### src/rtl/skey_pkg.sv
package skey_pkg;
  localparam int unsigned CH_W  = 4;
  localparam int unsigned RGB_W = 3 * CH_W;

  typedef enum logic [1:0] {
    CMP_NONE   = 2'b00,
    CMP_SPARE  = 2'b01,
    CMP_BORDER = 2'b10,
    CMP_KEY    = 2'b11
  } cmp_mode_e;

  typedef struct packed {
    logic [CH_W-1:0] r;
    logic [CH_W-1:0] g;
    logic [CH_W-1:0] b;
  } rgb_t;
endpackage

### src/rtl/skey_decide.sv
module skey_decide
  import skey_pkg::*;
(
  input  logic      son_i,
  input  cmp_mode_e mode_i,
  input  logic      fb_hi_i,
  input  logic      disp_en_i,
  input  rgb_t      pix_i,
  input  rgb_t      border_i,
  input  rgb_t      key_i,
  output logic      ys_next_o
);
  logic [2:0] eq_key, eq_border, border_zero;
  logic [CH_W-1:0] pix_ch [3];
  logic [CH_W-1:0] key_ch [3];
  logic [CH_W-1:0] bor_ch [3];

  assign pix_ch[0] = pix_i.r;    assign pix_ch[1] = pix_i.g;    assign pix_ch[2] = pix_i.b;
  assign key_ch[0] = key_i.r;    assign key_ch[1] = key_i.g;    assign key_ch[2] = key_i.b;
  assign bor_ch[0] = border_i.r; assign bor_ch[1] = border_i.g; assign bor_ch[2] = border_i.b;

  for (genvar c = 0; c < 3; c++) begin : g_ch
    assign eq_key[c]      = (pix_ch[c] == key_ch[c]);
    assign eq_border[c]   = (pix_ch[c] == bor_ch[c]);
    assign border_zero[c] = (bor_ch[c] == '0);
  end

  always_comb begin
    ys_next_o = fb_hi_i;
    if (!son_i) begin
      ys_next_o = 1'b1;
    end else if (disp_en_i) begin
      unique case (mode_i)
        CMP_KEY:    ys_next_o = ~&eq_key;
        CMP_BORDER: if (&border_zero) ys_next_o = ~&eq_border;
        default:    ys_next_o = fb_hi_i;
      endcase
    end
  end
endmodule

### src/rtl/skey_delay.sv
module skey_delay #(
  parameter int unsigned DLY_MAX = 31,
  localparam int unsigned PH_W   = $clog2(DLY_MAX + 1)
) (
  input  logic            clk_i,
  input  logic            rst_ni,
  input  logic            en_i,
  input  logic            din_i,
  input  logic [PH_W-1:0] phase_i,
  output logic            tap_o
);
  logic [DLY_MAX-1:0] line_q;

  for (genvar i = 0; i < DLY_MAX; i++) begin : g_stage
    always_ff @(posedge clk_i or negedge rst_ni) begin
      if (!rst_ni)   line_q[i] <= 1'b0;
      else if (en_i) line_q[i] <= (i == 0) ? din_i : line_q[(i == 0) ? 0 : i-1];
    end
  end

  always_comb begin
    if (phase_i == '0)                      tap_o = din_i;
    else if (int'(phase_i) > int'(DLY_MAX)) tap_o = line_q[DLY_MAX-1];
    else                                    tap_o = line_q[int'(phase_i) - 1];
  end


  hold_when_idle_chk: assert property (@(posedge clk_i) disable iff (!rst_ni)
    (!en_i && $stable(din_i)) |=> ($stable(tap_o) || !$stable(phase_i)));


  one_stage_delay_chk: assert property (@(posedge clk_i) disable iff (!rst_ni)
    (en_i && phase_i == 1) |=> (phase_i != 1 || tap_o == $past(din_i)));
endmodule

### src/rtl/superimpose_key_gen.sv
module superimpose_key_gen
  import skey_pkg::*;
#(
  parameter int unsigned DLY_MAX = 31,
  localparam int unsigned PH_W   = $clog2(DLY_MAX + 1)
) (
  input  logic            clk_i,
  input  logic            rst_ni,
  input  logic            dot_en_i,
  input  logic            son_i,
  input  logic [1:0]      cmp_sel_i,
  input  logic            fb_hi_i,
  input  logic            disp_en_i,
  input  logic [11:0]     pix_rgb_i,
  input  logic [11:0]     border_rgb_i,
  input  logic [11:0]     key_rgb_i,
  input  logic [PH_W-1:0] phase_i,
  output logic            ys_o
);
  logic ys_next, ys_raw_q;

  skey_decide u_decide (
    .son_i     (son_i),
    .mode_i    (cmp_mode_e'(cmp_sel_i)),
    .fb_hi_i   (fb_hi_i),
    .disp_en_i (disp_en_i),
    .pix_i     (rgb_t'(pix_rgb_i)),
    .border_i  (rgb_t'(border_rgb_i)),
    .key_i     (rgb_t'(key_rgb_i)),
    .ys_next_o (ys_next)
  );

  always_ff @(posedge clk_i or negedge rst_ni) begin
    if (!rst_ni)       ys_raw_q <= 1'b0;
    else if (dot_en_i) ys_raw_q <= ys_next;
  end

  skey_delay #(.DLY_MAX(DLY_MAX)) u_delay (
    .clk_i   (clk_i),
    .rst_ni  (rst_ni),
    .en_i    (dot_en_i),
    .din_i   (ys_raw_q),
    .phase_i (phase_i),
    .tap_o   (ys_o)
  );


  son_force_chk: assert property (@(posedge clk_i) disable iff (!rst_ni)
    (dot_en_i && !son_i) |=> ys_raw_q);


  key_match_chk: assert property (@(posedge clk_i) disable iff (!rst_ni)
    (dot_en_i && son_i && disp_en_i && cmp_sel_i == 2'b11 && pix_rgb_i == key_rgb_i)
      |=> !ys_raw_q);


  fallback_chk: assert property (@(posedge clk_i) disable iff (!rst_ni)
    (dot_en_i && son_i && !cmp_sel_i[1]) |=> (ys_raw_q == $past(fb_hi_i)));


  raw_hold_chk: assert property (@(posedge clk_i) disable iff (!rst_ni)
    !dot_en_i |=> $stable(ys_raw_q));
endmodule

### config.mk
export PLATFORM = sky130hd
export DESIGN_NAME = superimpose_key_gen
export DESIGN_NICKNAME = d
export VERILOG_FILES = /design/src/rtl/skey_pkg.sv /design/src/rtl/skey_decide.sv /design/src/rtl/skey_delay.sv /design/src/rtl/superimpose_key_gen.sv
export SDC_FILE = /design/constraint.sdc
export NUM_CORES = 1
export LEC_CHECK = 0
export ABC_CLOCK_PERIOD_IN_PS = 2900
export BUFFER_PORTS_ARGS = -buffer_cell sky130_fd_sc_hd__clkbuf_2
export CORE_UTILIZATION = 50
export CTS_BUF_LIST = sky130_fd_sc_hd__clkbuf_8
export CTS_CLUSTER_SIZE = 24
export DETAILED_ROUTE_END_ITERATION = 6
export PLACE_DENSITY = 0.76
export SLEW_MARGIN = 20
export SYNTH_ARGS = -nofsm -noshare
export SYNTH_HDL_FRONTEND = slang
export SYNTH_SLANG_ARGS = --single-unit
### constraint.sdc
create_clock -name clk_i -period 2.9 [get_ports clk_i]
set_clock_uncertainty 0.2 [all_clocks]
set_input_delay 0.29 -clock clk_i [delete_from_list [all_inputs] [get_ports clk_i]]
set_output_delay 0.29 -clock clk_i [all_outputs]
set_load 0.02 [all_outputs]
======== Word level (Yosys, flattened, before mapping) ========
Cells that the tools add are included.
storage, ports and cells
  bits in registers ....................... 32
  output and inout bits ................... 1
  input bits .............................. 49
operators by class
  $lt $le $gt $ge ......................... 1
  muxes and demuxes ....................... 8
  eq/ne operators ......................... 8
  $add $sub $neg .......................... 1
  reductions and logical operators ........ 9
operators with widths
  cell                                                 number
  < comparator 32 x 7 -> 1 bit, second input constant  1
  == test 4 bit                                        6
  zero test 4 bit                                      3
  AND reduction 3 bit                                  3
  2-to-1 mux 1 bit                                     6
  subtractor 5 x 1 -> 6 bit, second input constant     1
  binary-select mux 1 bit (select 5 bit)               1
  zero test 5 bit                                      1
  == test 2 bit, second input constant                 2
  zero test 1 bit                                      2
  case mux 1 bit (2 select lines)                      1

======== Longest topological paths before layout ========
Gate-level depths: netlist of run 1.
  depth after elaboration ................. 7
  mapped depth ............................ 9

======== By module ========
From an unflattened synthesis of run 1, not the netlist that was laid out.
unflattened totals
  cell total of the unflattened synthesis .. 154
  area total of the unflattened synthesis .. 1955.6 sq um
by module, submodules not included
  module               seq. area each (sq um)  times used  cells an instance  area each (sq um)
  skey_delay           775.7                   1           109                1582.8
  skey_decide          0.0                     1           43                 332.8
  superimpose_key_gen  25.0                    1           2                  40.0

======== Worst setup path after synthesis of run 1 ========
OpenSTA, ideal clock, no wires.
  path type ............................... input to output
  start point ............................. input phase_i[0]
  end point ............................... output ys_o
  buffers on the path ..................... 1
  cell stages on the path ................. 8
  data arrival time ....................... 2083 ps
  setup slack ............................. 327 ps
  cells stage by stage .................... buf_12 > inv_2 > ha_1 > xor2_4 > mux4_1 > mux2i_1 > o211ai_1 > o22a_1
on the way
  word-level cells in the longest chain between the ends .. 5
  elaborated cells between the ends (all ways) .. 6
  classes of those cells .................. add/sub (1); mux (4); reduce/logical (1)
ends and longest elaborated chain
  element                                               line                       RTL
  start: declaration                                    superimpose_key_gen.sv:17  input logic [PH_W-1:0] phase_i,
  subtractor 5 x 1 -> 6 bit                             skey_delay.sv:24           else tap_o = line_q[int'(phase_i) - 1];
  binary-select mux 1 bit (select 5 bit)                skey_delay.sv:24
  2-to-1 mux 1 bit (implied by the code) (2 in series)  skey_delay.sv:24
  2-to-1 mux 1 bit (*)                                  skey_delay.sv:22           if (phase_i == '0) tap_o = din_i;
  end: declaration                                      superimpose_key_gen.sv:18  output logic ys_o
Mark *: on every way between the ends. The rest lies on a longest branch, timed or not. The select of a mux whose other input is x is not followed.

======== Worst setup path after layout of run 1 ========
  start point ............................. input phase_i[1]
  end point ............................... output ys_o
The elaborated chain is that of the path after synthesis.

==> impl_metrics.tcl, run 1 <==
set metrics [dict create \
    dp.cells 245 \
    drive_gt1_share_pct 47.6 \
    power_density_mw_per_mm2 670 \
    grt_usage_pct 19.0 \
    numPortBuffers 49 \
    synth.largest_area_cell "dfrtp_1" \
    max_freq_mhz 354 \
    wire_per_inst_um 14.0 \
    critical_path_required_ns 2.41 \
    clk_pin_slew_worst_paths_ns 0.06 \
    tns_ns 0 \
    rsz0062_at_grt "false" \
    ir_drop_mv 0.293 \
    layout_commonest_cell "clkbuf_2" \
    fin_nets 255 \
    slew_headroom_pct 46.9 \
    viasPerCell 5.52 \
    cp_max_fo 7 \
    arrival_ns 2.33 \
    syn_nets 205 \
    antenna_found_initial 0 \
    hold_depth 3 \
    worstSetupStartpoint "phase_i[1]" \
    max_stage_delay_ns 0.60 \
    crit_slowest_cell "mux4_1" \
    r2r_end "ys_raw_q" \
    holdPathEnd "ys_raw_q" \
    via_count 1401 \
    num_antenna_cells 0 \
    r2r.worst_path.cells 2 \
    drc 0 \
    grt_max_degree 35 \
    synthCells 155 \
    cts_resized 0 \
    die_area_sq_mm 0.00417 \
    rows 22 \
    nFillCells 294 \
    first_iter_violations 30 \
    gp_congestion 0.853 \
    worstReg2RegStart "ys_raw_q" \
    max_slew.worst_pin.slew_ns 0.797 \
    setup_viol 0 \
    area_delta_synth_final_pct 17.8 \
    synth_top_area_share_pct 40.9 \
    cp.buffers_inverters 3 \
    slew_viol_final 0 \
    p_leak_nw 0.999 \
    p_total_mw 1.54 \
    grt_pass1_wl_mm 6.00 \
    cts_sinks 32 \
    first_pass_iters 4 \
    dp.final_hpwl_mm 2.91 \
    fin_cells 254 \
    finalHoldViolCount 0 \
    finalCritPeriodShare_pct 97.3 \
    worst_path_dominant_cell_family "multiplexers" \
    crit_top_cell "clkbuf_2" \
    min_from "disp_en_i" \
    die_h_um 64.6 \
    postRouteAntennaNets 0 \
    criticalPathCategory "input port to output pin" \
    synth_cell_types 34 \
    cts_tree "built" \
    layout_common_cells "clkbuf_2 (49), dfrtp_1 (32), mux2_2 (31)" \
    dieWidth_um 64.6 \
    synth_seq_cells 32 \
    min_period_ns 2.82 \
    start_kind "input port" \
    cts_htree_levels 2 \
    yosysSeqAreaShare_pct 40.9 \
    r2r_slack_ns 1.87 \
    status "finished, final reports clean" \
    start_util_pct 52.7 \
    clockBufferDepth 2 \
    max_cap_violations 0 \
    cts_inserted_buffers 5 \
    cts_root_buffer "clkbuf_8" \
    synth_area_sq_mm 0.00196 \
    clock_latency_ns 0.27 \
    path_cells "clkbuf_2 > inv_1 > ha_1 > xor2_4 > mux4_1 > mux2i_1 > o211ai_1 > o22a_1 > clkbuf_2" \
    hp-class "input port to register" \
    ys_warn_count 0 \
    core_sq_mm 0.00372 \
    grt_pass1_vias 1354 \
    io_pins 50 \
    post_cts_buffers 0 \
    crit_path_end_kind "output pin" \
    synth_area_leaders "dfrtp_1 (41%), mux2_2 (18%), xnor2_1 (5.8%)" \
    wl_mm 3.55 \
    grt.overflow.total 0 \
    syn_avg_cell_area_sq_um 12.6 \
]
==> synthesized netlist by cell type, drive strengths merged <==
cell type and instances:
dfrtp 32, mux2 32, xnor2 13, xor2 13
nor4 7, mux2i 6, mux4 6, nand3 5
and3 4, buf 4, clkbuf 4, nor3 4
a21oi 3, nand2 3, nand4 3, inv 2
nor3b 2, o21ai 2, o31ai 2, or3 2
a211oi 1, a31oi 1, ha 1, o211ai 1
o22a 1, o32ai 1
==> registers in the layout, indices dropped and copies added (netlist names) <==
register        cells
u_delay.line_q     31
ys_raw_q            1
==> tightest hold or removal path, cell delays in order <==
cell	delay, ns
clkbuf_2	0.09
nand4_1	0.06
o31ai_1	0.07
==> power breakdown <==
part | total (mW) | switching (mW) | internal [mW]
Sequential | 0.759 | 0.133 | 0.626
Combinational | 0.463 | 0.170 | 0.294
Clock | 0.322 | 0.136 | 0.186
Total | 1.54 | 0.439 | 1.11
==> kinds of logic (layout without fill, tap and decap cells) <==
family | after synthesis | count (layout) | share of synthesized area (%)
buf+inv | 10 | 61 | 3.70
simple gates | 30 | 30 | 9.26
fa+ha+maj | 1 | 1 | 0.638
flops | 32 | 32 | 40.9
compound gates | 12 | 12 | 4.02
mux | 44 | 44 | 28.9
xor+xnor | 26 | 26 | 12.6
==> metrics by stage <==
step | setup WS [ns] | hold slack (ns) | area [sq um] | utilization (%)
detailed placement | 0.0825 | 0.191 | 2210 | 59.4
CTS | 0.0719 | 0.0791 | 2310 | 62.1
global placement | 0.193 | 0.174 | 2210 | 59.4
global route | 0.00302 | 0.0873 | 2310 | 62.1
finish | 0.0785 | 0.0809 | 2310 | 62.1
floorplan | 0.327 | -0.206 | 1960 | -
==> worst max-delay path by stage <==
stage	to	slack (ns)	depth (start not counted)
after global placement	ys_o	0.19	9
after floorplan	ys_o	0.33	8
after global routing	ys_o	0.003	9
after CTS	ys_o	0.07	9
after detailed placement	ys_o	0.08	9
final	ys_o	0.08	9
==> what timing repair did <==
action,4_1_cts,5_1_grt
endpoints found under the hold margin,32,0
endpoints found under the setup margin,0,0
hold buffers,1,0
==> layer usage <==
metal / global-route usage [%] / part of all wire (%) / up-vias
met1: 22.8 / 43 / 679
met5: 0 / 0 / -
met2: 33.2 / 52 / 39
li1: - / - / 678
met4: 6.94 / 1.3 / 0
met3: 4.05 / 4.0 / 5
==> cell type report <==
| type | count | area [sq um] | area share, % |
|---|---|---|---|
| multi-input combinational | 113 | 1090 | 47.1 |
| sequential | 32 | 801 | 34.7 |
| timing repair buffer | 51 | 263 | 11.4 |
| clock buffer | 6 | 82.6 | 3.58 |
| tap | 48 | 60.1 | 2.60 |
| clock inverter | 2 | 7.51 | 0.325 |
| inverter | 2 | 7.51 | 0.325 |
Power figures use the tool's default switching activity.
==> run 2, diff against run 1 <==
--- a/config.mk
+++ b/config.mk
@@ -7,6 +7,7 @@
 export LEC_CHECK = 0
 export ABC_CLOCK_PERIOD_IN_PS = 2900
 export BUFFER_PORTS_ARGS = -buffer_cell sky130_fd_sc_hd__clkbuf_2
+export CORE_ASPECT_RATIO = 1.2
 export CORE_UTILIZATION = 50
 export CTS_BUF_LIST = sky130_fd_sc_hd__clkbuf_8
 export CTS_CLUSTER_SIZE = 24
==> constraint.sdc (replaced) <==
create_clock -name clk_i -period 2.9 [get_ports clk_i]
set_clock_uncertainty 0.2 [all_clocks]
set_input_delay 0.435 -clock clk_i [delete_from_list [all_inputs] [get_ports clk_i]]
set_output_delay 0.435 -clock clk_i [all_outputs]
set_load 0.02 [all_outputs]
==> impl_metrics.tcl, run 2 (synthesis results as in run 1) <==
set metrics [dict create \
    m1WireLength_mm 1.46 \
    ir_drop_mv 0.229 \
    layout_commonest_cell "clkbuf_2" \
    r2r_end "ys_raw_q" \
    grt_max_degree 35 \
    hold_buffers 0 \
    arrival_ns 2.14 \
    cts_htree_levels 2 \
    grt_usage_pct 20.1 \
    hp-class "input port to async pin" \
    cts_tree "built" \
    num_antenna_cells 0 \
    cp_max_fo 5 \
    first_iter_violations 86 \
    critical_path_required_ns 2.27 \
    layout_common_cells "clkbuf_2 (49), dfrtp_1 (32), mux2_2 (31)" \
    max_slew.worst_pin.slew_ns 0.790 \
    viasPerCell 5.50 \
    max_cap_violations 0 \
    regArea_sq_um 801 \
    wire_per_inst_um 14.2 \
    setup_slack_ns 0.127 \
    min_period_ns 2.77 \
    slew_viol_final 0 \
    start_util_pct 53.0 \
    die_area_sq_mm 0.00417 \
    grt_pass1_vias 1476 \
    met2RoutedLength_mm 1.96 \
    core_sq_mm 0.00369 \
    top_layer "met4" \
    status "finished, final reports clean" \
    grt_pass1_wl_mm 6.34 \
    pre_cts_ws_ns 0.00212 \
    multi_input_area_sq_mm 0.00110 \
    largest_reg_flops 31 \
    p_total_mw 1.53 \
    nFillCells 305 \
    antenna_found_initial 0 \
    numPortBuffers 49 \
    cts_root_buffer "clkbuf_8" \
    dieWidth_um 59.1 \
    slew_headroom_pct 47.4 \
    clk_pin_slew_worst_paths_ns 0.06 \
    rows 24 \
    first_pass_iters 4 \
    dr_wl_met3_um 214 \
    crit_path_end_kind "output pin" \
    io_pins 50 \
    dp.final_hpwl_mm 2.91 \
    regMostFlops "u_delay.line_q" \
    die_h_um 70.6 \
    wl_mm 3.69 \
    clockBufferDepth 2 \
    largest_registers "u_delay.line_q (31), ys_raw_q (1)" \
    gp_congestion 0.829 \
    postRouteAntennaNets 0 \
    criticalPathCategory "input port to output pin" \
    drive_gt1_share_pct 51.2 \
    worstReg2RegStart "ys_raw_q" \
    r2r_slack_ns 1.86 \
    setup_viol 0 \
    start_kind "input port" \
    r2r.worst_path.cells 2 \
    power_density_mw_per_mm2 656 \
    cts_sinks 32 \
    finalHoldViolCount 0 \
    fin_nets 259 \
    cts_inserted_buffers 5 \
    p_leak_nw 1.00 \
    clock_latency_ns 0.27 \
    grt.overflow.total 0 \
    max_freq_mhz 361 \
    via_count 1435 \
    utilization_pct 63.3 \
    finalCritPeriodShare_pct 95.6 \
    area_delta_synth_final_pct 19.3 \
    drc 0 \
]
-- run 2: cell types whose count changed in the layout (fill, tap and decap cells not counted) --
cell           change
ha_1               -1
mux4_1             -2
a211oi_2           +1
dlygate4sd3_1      -1
clkinv_2           +1
a211oi_1           -1
clkbuf_8           -1
ha_4               +1
buf_4              +5
mux4_2             +2
inv_1              -1
-- run 2: power by group --
part           internal [mW]  switching [mW]
clock                  0.159           0.145
combinational          0.305           0.170
sequential             0.626           0.130
total                   1.09           0.444
-- run 2: cell type report --
class	count	share of cell area [%]
inverters	2	0.321
flip-flops and latches	32	34.3
clock inverters	2	0.375
clock buffers	5	2.94
well taps	52	2.78
repair buffers	55	12.4
multi-input cells	113	46.9
-- run 2: metal layers --
metal / vias to the layer above / track usage, %
li1: 683 / -
met1: 686 / 22.6
met2: 61 / 35.5
met3: 5 / 4.57
met4: 0 / 8.99
met5: - / 0
-- run 2: critical path: stages --
cell and delay (ns):
clkbuf_2 0.10, inv_1 0.10, ha_4 0.17, xor2_4 0.23, mux4_2 0.52, mux2i_1 0.17
o211ai_1 0.10, o22a_1 0.17, clkbuf_2 0.15
-- run 2: worst max-delay path by stage --
stage,end,from,slack [ns],depth (start not counted)
after detailed placement,ys_o,phase_i[1],0.002,9
after global routing,ys_o,phase_i[1],-0.008,9
final,ys_o,phase_i[1],0.13,9
after global placement,ys_o,phase_i[1],0.05,9
after floorplan,ys_o,phase_i[0],0.04,8
after CTS,ys_o,phase_i[1],0.03,9
-- run 2: per-stage QoR --
stage               area, sq um  cells  TNS (ns)  hold WS (ns)
CTS                        2310    259         0        0.0377
global route               2340    261  -0.00840        0.0721
floorplan                  1960    155         0       -0.0606
finish                     2340    261         0        0.0163
detailed placement         2230    252         0         0.308
global placement           2230    252         0         0.298
-- run 2: repair_timing --
action	CTS	global route
setup buffers	0	2
setup endpoints to repair	1	1
gates resized for setup	1	4
